--- config.mk ---
export PLATFORM = sky130hd
export DESIGN_NAME = pic_init_seq
export DESIGN_NICKNAME = d
export VERILOG_FILES = /design/src/rtl/pic_seq_pkg.sv /design/src/rtl/pic_cmd_decode.sv /design/src/rtl/pic_seq_fsm.sv /design/src/rtl/pic_reg_bank.sv /design/src/rtl/pic_init_seq.sv
export SDC_FILE = /design/constraint.sdc
export NUM_CORES = 1
export LEC_CHECK = 0
export BUFFER_PORTS_ARGS = -buffer_cell sky130_fd_sc_hd__buf_2
export CORE_MARGIN = 3
export CORE_UTILIZATION = 30
export DETAILED_ROUTE_END_ITERATION = 16
export PLACE_DENSITY_LB_ADDON = 0.1
export SLEW_MARGIN = 20
export SYNTH_ARGS = -nofsm -noshare
export SYNTH_HDL_FRONTEND = slang
export SYNTH_SLANG_ARGS = --single-unit
--- constraint.sdc ---
create_clock -name clk -period 1.8 [get_ports clk]
set_clock_uncertainty 0.2 [all_clocks]
set_input_delay 0.09 -clock clk [delete_from_list [all_inputs] [get_ports clk]]
set_output_delay 0.09 -clock clk [all_outputs]
set_load 0.01 [all_outputs]
--- src/rtl/pic_seq_pkg.sv ---
package pic_seq_pkg;

    localparam int BYTE_W = 8;

    // Bit positions the state walk and the decoded flags depend on
    localparam int W1_NEED4  = 0;
    localparam int W1_SINGLE = 1;
    localparam int W1_LEVEL  = 3;
    localparam int W4_AEOI   = 1;
    localparam int W4_SFNM   = 4;
    localparam int CMD_SETUP = 4;
    localparam int CMD_KIND  = 3;

    localparam logic [BYTE_W-1:0] OCW3_RST = 8'h02;

    typedef enum logic [2:0] {
        ST_RESET = 3'd0,
        ST_W1    = 3'd1,
        ST_W2    = 3'd2,
        ST_W3    = 3'd3,
        ST_W4    = 3'd4,
        ST_READY = 3'd5
    } seq_state_e;

    typedef enum logic [2:0] {
        WK_NONE,
        WK_SETUP,
        WK_OCW2,
        WK_OCW3,
        WK_DATA,
        WK_BAD_CMD,
        WK_BAD_DATA
    } wr_kind_e;

    typedef struct packed {
        logic [BYTE_W-1:0] w1;
        logic [BYTE_W-1:0] w2;
        logic [BYTE_W-1:0] w3;
        logic [BYTE_W-1:0] w4;
        logic [BYTE_W-1:0] mask;
        logic [BYTE_W-1:0] op2;
        logic [BYTE_W-1:0] op3;
    } cfg_regs_t;

    function automatic wr_kind_e classify(input logic we, input logic sel,
                                          input logic b_setup, input logic b_kind,
                                          input seq_state_e st);
        wr_kind_e k;
        if (!we)
            k = WK_NONE;
        else if (!sel) begin
            if (b_setup)
                k = WK_SETUP;
            else if (st == ST_READY)
                k = b_kind ? WK_OCW3 : WK_OCW2;
            else
                k = WK_BAD_CMD;
        end else begin
            if (st == ST_W2 || st == ST_W3 || st == ST_W4 || st == ST_READY)
                k = WK_DATA;
            else
                k = WK_BAD_DATA;
        end
        return k;
    endfunction

    function automatic seq_state_e after_data(input seq_state_e st,
                                              input logic need4, input logic single);
        seq_state_e n;
        case (st)
            ST_W2:   n = !single ? ST_W3 : (need4 ? ST_W4 : ST_READY);
            ST_W3:   n = need4 ? ST_W4 : ST_READY;
            ST_W4:   n = ST_READY;
            default: n = st;
        endcase
        return n;
    endfunction

endpackage

--- src/rtl/pic_cmd_decode.sv ---
module pic_cmd_decode
    import pic_seq_pkg::*;
(
    input  logic       wr_en,
    input  logic       wr_sel,
    input  logic [1:0] cmd_bits,   // {bit4, bit3} of the written byte
    input  seq_state_e state,
    output wr_kind_e   kind
);
    always_comb kind = classify(wr_en, wr_sel, cmd_bits[1], cmd_bits[0], state);
endmodule

--- src/rtl/pic_seq_fsm.sv ---
module pic_seq_fsm
    import pic_seq_pkg::*;
(
    input  logic       clk,
    input  logic       rst,
    input  wr_kind_e   kind,
    input  logic       need4,
    input  logic       single,
    output seq_state_e state_q
);
    seq_state_e state_d;

    always_comb begin
        state_d = state_q;
        case (kind)
            WK_SETUP: state_d = ST_W2;
            WK_DATA:  state_d = after_data(state_q, need4, single);
            default:  state_d = state_q;
        endcase
    end

    always_ff @(posedge clk) begin
        if (rst) state_q <= ST_W1;
        else     state_q <= state_d;
    end

    a_r2_setup_restarts: assert property (@(posedge clk) disable iff (rst)
        (kind == WK_SETUP) |=> (state_q == ST_W2));

    a_r3_single_skips_cascade: assert property (@(posedge clk) disable iff (rst)
        (kind == WK_DATA && state_q == ST_W2 && single) |=> (state_q != ST_W3));

    a_r4_mode_word_ends: assert property (@(posedge clk) disable iff (rst)
        (kind == WK_DATA && state_q == ST_W4) |=> (state_q == ST_READY));

    a_r8_bad_cmd_holds: assert property (@(posedge clk) disable iff (rst)
        (kind == WK_BAD_CMD) |=> $stable(state_q));
endmodule

--- src/rtl/pic_reg_bank.sv ---
module pic_reg_bank
    import pic_seq_pkg::*;
#(
    parameter int DATA_W = BYTE_W
) (
    input  logic              clk,
    input  logic              rst,
    input  wr_kind_e          kind,
    input  seq_state_e        state,
    input  logic [DATA_W-1:0] wr_byte,
    output cfg_regs_t         regs_q,
    output logic              ocw2_stb,
    output logic              ocw3_stb,
    output logic              cmd_err,
    output logic              data_err
);
    cfg_regs_t regs_d;

    always_comb begin
        regs_d = regs_q;
        case (kind)
            WK_SETUP: regs_d.w1 = wr_byte;
            WK_OCW2:  regs_d.op2 = wr_byte;
            WK_OCW3:  regs_d.op3 = wr_byte;
            WK_DATA: begin
                case (state)
                    ST_W2:    regs_d.w2   = wr_byte;
                    ST_W3:    regs_d.w3   = wr_byte;
                    ST_W4:    regs_d.w4   = wr_byte;
                    ST_READY: regs_d.mask = wr_byte;
                    default:  regs_d      = regs_q;
                endcase
            end
            default: regs_d = regs_q;
        endcase
    end

    always_ff @(posedge clk) begin
        if (rst) begin
            regs_q     <= '0;
            regs_q.op3 <= OCW3_RST;
            ocw2_stb   <= 1'b0;
            ocw3_stb   <= 1'b0;
            cmd_err    <= 1'b0;
            data_err   <= 1'b0;
        end else begin
            regs_q   <= regs_d;
            ocw2_stb <= (kind == WK_OCW2);
            ocw3_stb <= (kind == WK_OCW3);
            cmd_err  <= (kind == WK_BAD_CMD);
            data_err <= (kind == WK_BAD_DATA);
        end
    end

    a_r5_mask_only_in_ready: assert property (@(posedge clk) disable iff (rst)
        !$stable(regs_q.mask) |-> $past(kind == WK_DATA && state == ST_READY));

    a_r9_bad_data_holds: assert property (@(posedge clk) disable iff (rst)
        data_err |-> $stable(regs_q));

    a_r8_bad_cmd_regs_hold: assert property (@(posedge clk) disable iff (rst)
        cmd_err |-> $stable(regs_q));

    a_r6_op2_pulse: assert property (@(posedge clk) disable iff (rst)
        (kind == WK_OCW2) |=> (ocw2_stb && regs_q.op2 == $past(wr_byte)));
endmodule

--- src/rtl/pic_init_seq.sv ---
module pic_init_seq
    import pic_seq_pkg::*;
#(
    parameter int DATA_W = BYTE_W
) (
    input  logic              clk,
    input  logic              rst,
    input  logic              wr_en,
    input  logic              wr_sel,
    input  logic [DATA_W-1:0] wr_byte,
    output logic [2:0]        cfg_state,
    output logic              ready,
    output logic [DATA_W-1:0] icw1_q,
    output logic [DATA_W-1:0] icw2_q,
    output logic [DATA_W-1:0] icw3_q,
    output logic [DATA_W-1:0] icw4_q,
    output logic [DATA_W-1:0] imr_q,
    output logic [DATA_W-1:0] ocw2_q,
    output logic [DATA_W-1:0] ocw3_q,
    output logic              ocw2_stb,
    output logic              ocw3_stb,
    output logic              cmd_err,
    output logic              data_err,
    output logic              single_mode,
    output logic              need_icw4,
    output logic              level_mode,
    output logic              auto_eoi,
    output logic              special_nested
);
    wr_kind_e   kind;
    seq_state_e state;
    cfg_regs_t  regs;

    pic_cmd_decode u_dec (
        .wr_en    (wr_en),
        .wr_sel   (wr_sel),
        .cmd_bits ({wr_byte[CMD_SETUP], wr_byte[CMD_KIND]}),
        .state    (state),
        .kind     (kind)
    );

    pic_seq_fsm u_fsm (
        .clk     (clk),
        .rst     (rst),
        .kind    (kind),
        .need4   (regs.w1[W1_NEED4]),
        .single  (regs.w1[W1_SINGLE]),
        .state_q (state)
    );

    pic_reg_bank #(.DATA_W(DATA_W)) u_regs (
        .clk      (clk),
        .rst      (rst),
        .kind     (kind),
        .state    (state),
        .wr_byte  (wr_byte),
        .regs_q   (regs),
        .ocw2_stb (ocw2_stb),
        .ocw3_stb (ocw3_stb),
        .cmd_err  (cmd_err),
        .data_err (data_err)
    );

    assign cfg_state      = state;
    assign ready          = (state == ST_READY);
    assign icw1_q         = regs.w1;
    assign icw2_q         = regs.w2;
    assign icw3_q         = regs.w3;
    assign icw4_q         = regs.w4;
    assign imr_q          = regs.mask;
    assign ocw2_q         = regs.op2;
    assign ocw3_q         = regs.op3;
    assign single_mode    = regs.w1[W1_SINGLE];
    assign need_icw4      = regs.w1[W1_NEED4];
    assign level_mode     = regs.w1[W1_LEVEL];
    assign auto_eoi       = regs.w4[W4_AEOI];
    assign special_nested = regs.w4[W4_SFNM];

    a_r11_pulses_exclusive: assert property (@(posedge clk) disable iff (rst)
        $onehot0({ocw2_stb, ocw3_stb, cmd_err, data_err}));

    a_r7_op3_needs_ready: assert property (@(posedge clk) disable iff (rst)
        ocw3_stb |-> ready);

    a_r11_idle_quiet: assert property (@(posedge clk) disable iff (rst)
        !wr_en |=> !(ocw2_stb || ocw3_stb || cmd_err || data_err));
endmodule

==> run metrics, run 1 <==
status complete, no violations; Worst Hold Class input port to flip-flop; clock share of power 40.9%; Die W 97.2 microns; Max FO, Critical Path 9; Max Cap Viol 0; share of the synthesized area in the top cell type 50.6%; sequential share of the synthesized area 50.6%; vias in the first global route 2212; total grt overflow 0; die height 97.2 microns; DR DRC count 0; DP Area 0.00297 sq mm; pwr/cell area 849 mW/mm^2; Final Hold Viols 0; final setup TNS 0 ns; crit-path max cell delay 0.52 ns; IO Count 81; Leak 1.44 nW; Worst path depth 7; Psw 0.000674 W; Max-slew headroom 53.5%; Filler cells 805; placement row count 32; setup slack after layout 0.134 ns; WP data arrival 1.70 ns; Ys Warns 0; kind of cell adding the most delay to the critical path buffers and inverters; internal power 0.00209 W; Yosys top cell by area dfxtp_1; Buf/Inv on CP 4; Synth cell types 30; WHS Path Cells 2; startpoint types input port; Tmin final 1.67 ns; post-synthesis net count 295; Worst EP required 1.83 ns; clock buffer count from CTS 9; RSZ-0062 raised after global routing no; clk slew on worst S/H paths 0.07 ns; clock root buffer clkbuf_8; critical path's slowest cell dlygate4sd3_1; crit share post-route 92.6%; VDD IR-drop max 463 uV; Netlist Area Pre-Place 0.00249 sq mm; Crit path top cell by count buf_4; area delta synth->final 30.2%; Final ANT Viol Nets 0; Final Cell Area 0.00325 sq mm; 1st-iter DRT viols 145; Avg Inst Size Synth 8.82 sq um; die area 0.00945 sq mm; Syn Inst Count 283; CTS tree done; Non-Filler Instances 473; IO Port Bufs 80; Vias/cell 4.80; worst reg-to-reg path cell count 3; via count 2271; Starting Density 31.6%; Worst R2R End u_fsm.state_q[0]; R2R Path Start u_fsm.state_q[1]; Max Clock Freq 600 MHz; total track usage 15.7%; hpwl dp 4800 microns; Final setup viols 0; Hold Startpoint rst; layout cells sized above 1 30.7%; area of the core 0.00789 sq mm; sw frac 24.4%; pin count of the biggest net entering global routing 44; clock latency on the worst-skew pair 0.33 ns; Slew @ Worst Pin 0.698 ns; Area contributors post-synth dfxtp_1, a21oi_1, nand3_1, o21ai_0, mux2i_1; H-tree Lvls 3; Crit. End Element flip-flop; Total Wirelength 7310 microns; Flop pwr share 51.4%; Placed Cells 448; first-pass GRT wire length 11900 microns; CP Class input port to flip-flop; CP cell instances dlygate4sd3_1 -> buf_2 -> nor3b_1 -> buf_4 -> nand3b_1 -> buf_4 -> and3b_1; WHS 0.107 ns; register bit total from synthesis 63; initial antenna violation count 0; R2R setup slack 0.15 ns; first drt pass iteration count 4; gp weighted congestion 0.696; setup slack after placement 0.0797 ns; hold worst-path end u_regs.regs_q[52]; diodes inserted 0; Routed WL per cell 15.4 microns; logic gate share of total power 7.7%; clock sink total 63; # nets final 379; Longest Clk Path Bufs 2; Slew Viols, Final 0
Yosys cell counts:
library cell / n
dfxtp_1: 63
a21oi_1: 40
nand3_1: 33
o21ai_0: 32
nand2b_1: 19
nand2_1: 16
clkbuf_1: 15
mux2i_1: 12
buf_4: 9
nor2_1: 8
buf_2: 6
and3b_1: 4
nor3_1: 4
nor3b_1: 4
and3_1: 2
nand3b_1: 2
a211oi_1: 1
and4b_1: 1
buf_6: 1
clkbuf_2: 1
inv_1: 1
nand4b_1: 1
nor2b_1: 1
o2111a_1: 1
o21ba_2: 1
o31ai_1: 1
or2_2: 1
or3b_2: 1
or4_1: 1
xor2_1: 1
logic make-up (layout without fill, tap and decap cells):
logic type | count (synthesis) | count (layout) | synth area share, %
muxes | 12 | 12 | 4.81
AOI/OAI and AO/OA | 76 | 76 | 15.9
xor gates and xnor gates | 1 | 1 | 0.351
buffers and inverters | 33 | 121 | 6.97
DFF | 63 | 63 | 50.6
and+or+nand+nor | 98 | 98 | 21.4
layer usage:
metal	share of wire, %	global-route usage [%]
met2	47	25.4
met5	0	0
met3	6.6	6.03
met1	45	19.8
met4	0.68	3.24
worst max path at each step:
stage | startpoint | end | slack [ns]
6_report | wr_en | u_regs.regs_q[12] | 0.13
4_1_cts | wr_en | u_regs.regs_q[0] | 0.04
2_1_floorplan | u_fsm.state_q[2] | u_fsm.state_q[0] | 0.16
3_3_place_gp | u_fsm.state_q[1] | u_regs.regs_q[0] | 0.13
5_1_grt | u_fsm.state_q[1] | u_fsm.state_q[0] | 0.04
3_5_place_dp | u_fsm.state_q[1] | u_regs.regs_q[0] | 0.08
state kept, by name (all words and copies together), names as in the netlist:
register,count
u_regs.ocw2_stb,1
u_regs.regs_q,56
u_regs.ocw3_stb,1
u_regs.data_err,1
u_fsm.state_q,3
u_regs.cmd_err,1
timing repair:
| action | 4_1_cts | 5_1_grt |
|---|---|---|
| gates resized for setup | 0 | 1 |
| setup buffers | 0 | 0 |
| setup endpoints to repair | 0 | 6 |
| hold buffers | 10 | 0 |
| hold endpoints to repair | 51 | 0 |
worst reg2reg max path: cells and delay by family, from the launching register on:
kind / cells / cell delay (ns)
and+or+nand+nor: 3 / 0.78
DFF: 1 / 0.55
power by group through the flow:
stage          Sequential, W  Combinational (W)  Clock, W
2_1_floorplan        0.00145           0.000103         0
3_3_place_gp         0.00145           0.000197         0
3_5_place_dp         0.00145           0.000197         0
4_1_cts              0.00142           0.000214   0.00116
5_1_grt              0.00142           0.000232   0.00124
6_report             0.00142           0.000212   0.00113
area by class of cell:
type                            count  area (sq um)  share of cell area, %
Clock buffer                       12           165                   5.08
Clock inverter                      3          17.5                  0.539
Inverter                            1          3.75                  0.116
Multi-Input combinational cell    187          1060                   32.7
Sequential cell                    63          1260                   38.8
Tap cell                          102           128                   3.93
Timing Repair Buffer              105           613                   18.9
placed cells by master (no fill, tap or decap), drive strengths merged, types with 2 or more instances in the layout:
cell type	count
a21oi	40
and3	2
and3b	4
buf	95
clkbuf	12
clkinv	2
dfxtp	63
dlygate4sd3	10
mux2i	12
nand2	16
nand2b	19
nand3	33
nand3b	2
nor2	8
nor3	4
nor3b	4
o21ai	32
through the flow:
step / total power [W] / util [%]
6_report: 0.00276 / 41.2
5_1_grt: 0.00289 / 41.2
4_1_cts: 0.00280 / 41.2
3_5_place_dp: 0.00165 / 37.6
3_3_place_gp: 0.00165 / 37.6
2_1_floorplan: 0.00156 / -
No activity file was read; power rests on OpenSTA's default activity.
==> inputs of run 2 (changes only) <==
==> constraint.sdc (replaced) <==
create_clock -name clk -period 2.1 [get_ports clk]
set_clock_uncertainty 0.2 [all_clocks]
set_input_delay 0.105 -clock clk [delete_from_list [all_inputs] [get_ports clk]]
set_output_delay 0.105 -clock clk [all_outputs]
set_load 0.01 [all_outputs]
==> run metrics, run 2 (synthesized netlist as in run 1, its figures left out) <==
pwr/cell area 717 mW/mm^2 (-16%); H-tree Lvls 3 (unchanged); area of the core 0.00789 sq mm (unchanged); Leak 1.39 nW (-3.4%); DP Area 0.00291 sq mm (-2.0%); Max-slew headroom 34.2% (-19 points); Slew Viols, Final 0 (unchanged); critical path's slowest cell dlygate4sd3_1; Largest Register u_regs.regs_q; layout cells sized above 1 28.7% (-2.1 points); Worst EP required 2.16 ns (+0.33 ns); WP data arrival 1.91 ns (+0.21 ns); kind of cell adding the most delay to the critical path simple AND/OR/NAND/NOR gates; IO Port Bufs 80 (unchanged); Die W 97.2 microns (unchanged); first-pass GRT wire length 11200 microns (-5.7%); hpwl dp 4680 microns (-2.4%); Total Wirelength 7110 microns (-2.7%); Final Cell Area 0.00317 sq mm (-2.5%); clock root buffer clkbuf_8; CP Class input port to flip-flop; Max Clock Freq 541 MHz; number of flip-flops in the largest register 56 (unchanged); Longest Clk Path Bufs 2 (unchanged); Crit. End Element flip-flop; diodes inserted 0 (unchanged); initial antenna violation count 0 (unchanged); most common cell after layout, fill and taps aside buf_2; most frequent cells in the layout buf_2, dfxtp_1, a21oi_1; Routed WL per cell 15.3 microns (-0.98%); Starting Density 31.6% (unchanged); via count 2241 (-1.3%); area delta synth->final 27.0%; first drt pass iteration count 4 (unchanged); CTS tree done; CP cell instances dlygate4sd3_1 -> buf_2 -> nor3b_1 -> and3_1 -> mux2i_1; Vias/cell 4.82 (+0.38%); startpoint types input port; clock sink total 63 (unchanged); Final setup viols 0 (unchanged); status complete, no violations; Max FO, Critical Path 8 (-1); IO Count 81 (unchanged); # nets final 371 (-2.1%); Final ANT Viol Nets 0 (unchanged); clock buffer count from CTS 9 (unchanged); clk slew on worst S/H paths 0.07 ns (about the same); DR DRC count 0 (unchanged); crit-path max cell delay 0.53 ns (about the same); clock latency on the worst-skew pair 0.33 ns (about the same); Slew @ Worst Pin 0.987 ns (+0.289 ns); crit share post-route 88.1%; Setup Buffers After CTS 0 (unchanged); total track usage 15.0% (-0.72 points); Filler cells 827 (+2.7%); Regs by FF count u_regs.regs_q (56), u_fsm.state_q (3); Final Hold Viols 0 (unchanged); Tmin final 1.85 ns; die height 97.2 microns (unchanged); VDD IR-drop max 268 uV (-42%); gp weighted congestion 0.722 (+3.7%); placement row count 32 (unchanged); Max Cap Viol 0 (unchanged); Worst Hold Class input port to flip-flop; die area 0.00945 sq mm (unchanged); vias in the first global route 2088 (-5.6%); Buf/Inv on CP 2 (-2); RSZ-0062 raised after global routing no; final setup TNS 0 ns (unchanged); total grt overflow 0 (unchanged); pin count of the biggest net entering global routing 61 (+39%); 1st-iter DRT viols 92 (-37%)
-- run 2: cell types whose count changed in the layout (fill, tap and decap cells not counted) --
cell	previous run	this run
clkbuf_8	12	10
buf_4	15	7
and3_1	1	2
and3_2	1	0
clkinv_2	2	3
clkbuf_1	0	1
-- run 2: where the power goes --
part | internal, W | switching (W)
Clock | 0.000447 | 0.000442
Sequential | 0.00121 | 0.0000104
Combinational | 0.0000596 | 0.000108
-- run 2: path summary, 6_finish.rpt --
check	end	cells after the start	slack (ns)	startpoint
worst max register to register	u_regs.regs_q[5]	3	0.34	u_fsm.state_q[2]
worst max-delay path	u_regs.regs_q[5]	5	0.25	wr_byte[4]
worst min-delay path	u_regs.regs_q[52]	2	0.23	rst
worst min register to register	u_regs.regs_q[50]	2	0.26	u_regs.regs_q[50]
-- run 2: repair_timing --
action	4_1_cts	5_1_grt
hold endpoints to repair	54	0
resized for setup	0	0
hold buffers	10	0
-- run 2: routing by layer --
layer,wire (microns),share of wire (%),GRT usage (%)
met4,74,1.0,6.48
met3,445,6.3,3.59
met2,3360,47,22.9
met5,0,0,0
met1,3240,46,20.0
-- run 2: worst reg2reg max path, delay by kind of cell (launching register included) --
kind             cells  cell delay (ns)
AND/OR/NAND/NOR      2             0.76
flip-flops           1             0.50
multiplexers         1             0.24
-- run 2: metrics by stage --
stage	power, W	hold slack, ns	util (%)	instances	setup slack [ns]
after global placement	0.00140	0.242	36.8	440	0.375
final	0.00227	0.235	40.2	465	0.250
after detailed placement	0.00140	0.251	36.8	440	0.336
after CTS	0.00232	0.239	40.2	465	0.229
after global routing	0.00238	0.278	40.2	465	0.0450
after floorplan	0.00134	0.0103	-	283	0.460
-- run 2: cell type report --
cell class	instances	area, sq um	area share (%)
Sequential cell	63	1260	39.8
Clock inverter	4	22.5	0.711
Inverter	1	3.75	0.118
Clock buffer	11	141	4.46
Multi-Input combinational cell	187	1060	33.4
Timing Repair Buffer	97	553	17.4
Tap cell	102	128	4.03
==> inputs of run 3 (changes only) <==
==> constraint.sdc (replaced) <==
create_clock -name clk -period 2.1 [get_ports clk]
set_clock_uncertainty 0.2 [all_clocks]
set_input_delay 0.21 -clock clk [delete_from_list [all_inputs] [get_ports clk]]
set_output_delay 0.21 -clock clk [all_outputs]
set_load 0.01 [all_outputs]
==> run metrics, run 3 (synthesized netlist as in run 1, its figures left out) <==
CTS tree done; Final Hold Viols 0 (unchanged); clock sink total 63 (unchanged); sequential cell area 0.00126 sq mm (unchanged); Routed met3 length 489 microns (+9.9%); Final ANT Viol Nets 0 (unchanged); IO Port Bufs 80 (unchanged); Hold Startpoint wr_byte[5]; status complete, no violations; die area 0.00945 sq mm (unchanged); Final setup viols 0 (unchanged); post-layout util 39.3% (-0.90 points); first drt pass iteration count 4 (unchanged); # resized after CTS 0 (unchanged); Placed Cells 443 (+0.68%); Max-slew headroom 60.9% (+27 points); Non-Filler Instances 456 (-1.9%); WHS 0.0148 ns (-0.220 ns); clock latency on the worst-skew pair 0.33 ns (about the same); gp weighted congestion 0.744 (+3.0%); DR DRC count 0 (unchanged); pwr/cell area 744 mW/mm^2 (+3.7%); Routed WL per cell 15.7 microns (+2.9%); Tmin final 1.75 ns (-0.0967 ns); logic gate share of total power 6.8% (-0.6 points); Worst EP required 2.16 ns (about the same); total grt overflow 0 (unchanged); most frequent cells in the layout buf_2, dfxtp_1, a21oi_1; clk slew on worst S/H paths 0.06 ns (about the same); diodes inserted 0 (unchanged); 1st-iter DRT viols 102 (+11%); Flop pwr share 52.8% (-0.7 points); IO Count 81 (unchanged); first-pass GRT wire length 11300 microns (+1.2%); die height 97.2 microns (unchanged); Max Cap Viol 0 (unchanged); placement row count 32 (unchanged); Filler cells 853 (+3.1%); M1 WL 3230 microns (-0.28%); Slew Viols, Final 0 (unchanged); Post-CTS Hold Buffers 0 (-10); vias in the first global route 2060 (-1.3%); internal power 0.00176 W (+2.7%); Worst Hold Class input port to flip-flop; layout cells sized above 1 29.9% (+1.3 points); most common cell after layout, fill and taps aside buf_2; hold worst-path end u_regs.regs_q[53]; Worst R2R End u_regs.regs_q[2]; # nets final 364 (-1.9%); clock buffer count from CTS 9 (unchanged); setup slack after layout 0.347 ns (+0.0967 ns); Total Wirelength 7180 microns (+0.91%); WP data arrival 1.81 ns (-0.10 ns); final setup TNS 0 ns (unchanged); area of the core 0.00789 sq mm (unchanged); Vias/cell 4.83 (+0.29%); number of flip-flops in the largest register 56 (unchanged); area delta synth->final 24.2%; Die W 97.2 microns (unchanged); Longest Clk Path Bufs 2 (unchanged); RSZ-0062 raised after global routing no; Leak 1.37 nW (-1.5%); crit share post-route 83.5% (-4.6 points); top layer in use met4; total track usage 15.1% (+0.17 points); DR WL met2 3400 microns (+1.3%); initial antenna violation count 0 (unchanged); VDD IR-drop max 269 uV (+0.17%); Regs by FF count u_regs.regs_q (56), u_fsm.state_q (3); clock root buffer clkbuf_8; WHS Path Cells 3 (+1); area of the multi-input gates 0.00106 sq mm (unchanged); Starting Density 31.6% (unchanged); Setup Buffers After CTS 0 (unchanged); sw frac 23.6% (-0.99 points); setup slack after placement 0.340 ns (+0.00450 ns); Max FO, Critical Path 11 (+3); startpoint types flip-flop; Crit. End Element flip-flop; Max Clock Freq 570 MHz (+5.5%); Largest Register u_regs.regs_q; R2R Path Start u_fsm.state_q[2]; H-tree Lvls 3 (unchanged); via count 2204 (-1.7%); R2R setup slack 0.35 ns (about the same); clock share of power 40.3% (+1.2 points); CP Class flip-flop to flip-flop; pin count of the biggest net entering global routing 38 (-38%); worst reg-to-reg path cell count 3 (unchanged); hpwl dp 4790 microns (+2.2%); Psw 0.000545 W (-2.7%); Slew @ Worst Pin 0.586 ns (-0.401 ns)
## run 3: worst max path at each step
stage	slack (ns)	startpoint	to
floorplan	0.46	u_fsm.state_q[2]	u_fsm.state_q[0]
global route	0.17	u_fsm.state_q[2]	u_regs.regs_q[11]
global placement	0.38	u_fsm.state_q[2]	u_regs.regs_q[12]
detailed placement	0.34	wr_en	u_regs.regs_q[12]
finish	0.35	u_fsm.state_q[2]	u_regs.regs_q[2]
CTS	0.34	u_fsm.state_q[2]	u_regs.regs_q[12]
## run 3: per-stage QoR
step / cell area, sq um / power, W
after floorplan: 2490 / 0.00134
after global placement: 2930 / 0.00140
after detailed placement: 2930 / 0.00140
after CTS: 3100 / 0.00235
after global routing: 3100 / 0.00242
final: 3100 / 0.00231
## run 3: final cells by class
cell class | count | share of cell area, %
Clock buffer | 12 | 5.33
Clock inverter | 1 | 0.162
Inverter | 1 | 0.121
Multi-Input combinational cell | 187 | 34.2
Sequential cell | 63 | 40.7
Tap cell | 102 | 4.12
Timing Repair Buffer | 90 | 15.3
## run 3: worst max-delay path: stages, from the launching register on
cell and delay [ns]:
dfxtp_1 0.49, and3b_1 0.28, and3_1 0.48, mux2i_1 0.23
## run 3: power by group through the flow
| stage | sequential (W) | clock [W] | combinational, W |
|---|---|---|---|
| 6_report | 0.00122 | 0.000930 | 0.000157 |
| 5_1_grt | 0.00122 | 0.00102 | 0.000173 |
| 4_1_cts | 0.00122 | 0.000973 | 0.000160 |
| 3_5_place_dp | 0.00124 | 0 | 0.000160 |
| 3_3_place_gp | 0.00124 | 0 | 0.000160 |
| 2_1_floorplan | 0.00125 | 0 | 0.0000884 |
## run 3: routing by layer
metal / vias to the layer above / global-route usage [%]
met5: - / 0
met1: 1027 / 19.9
li1: 1110 / -
met4: 0 / 4.21
met3: 5 / 4.67
met2: 62 / 23.9
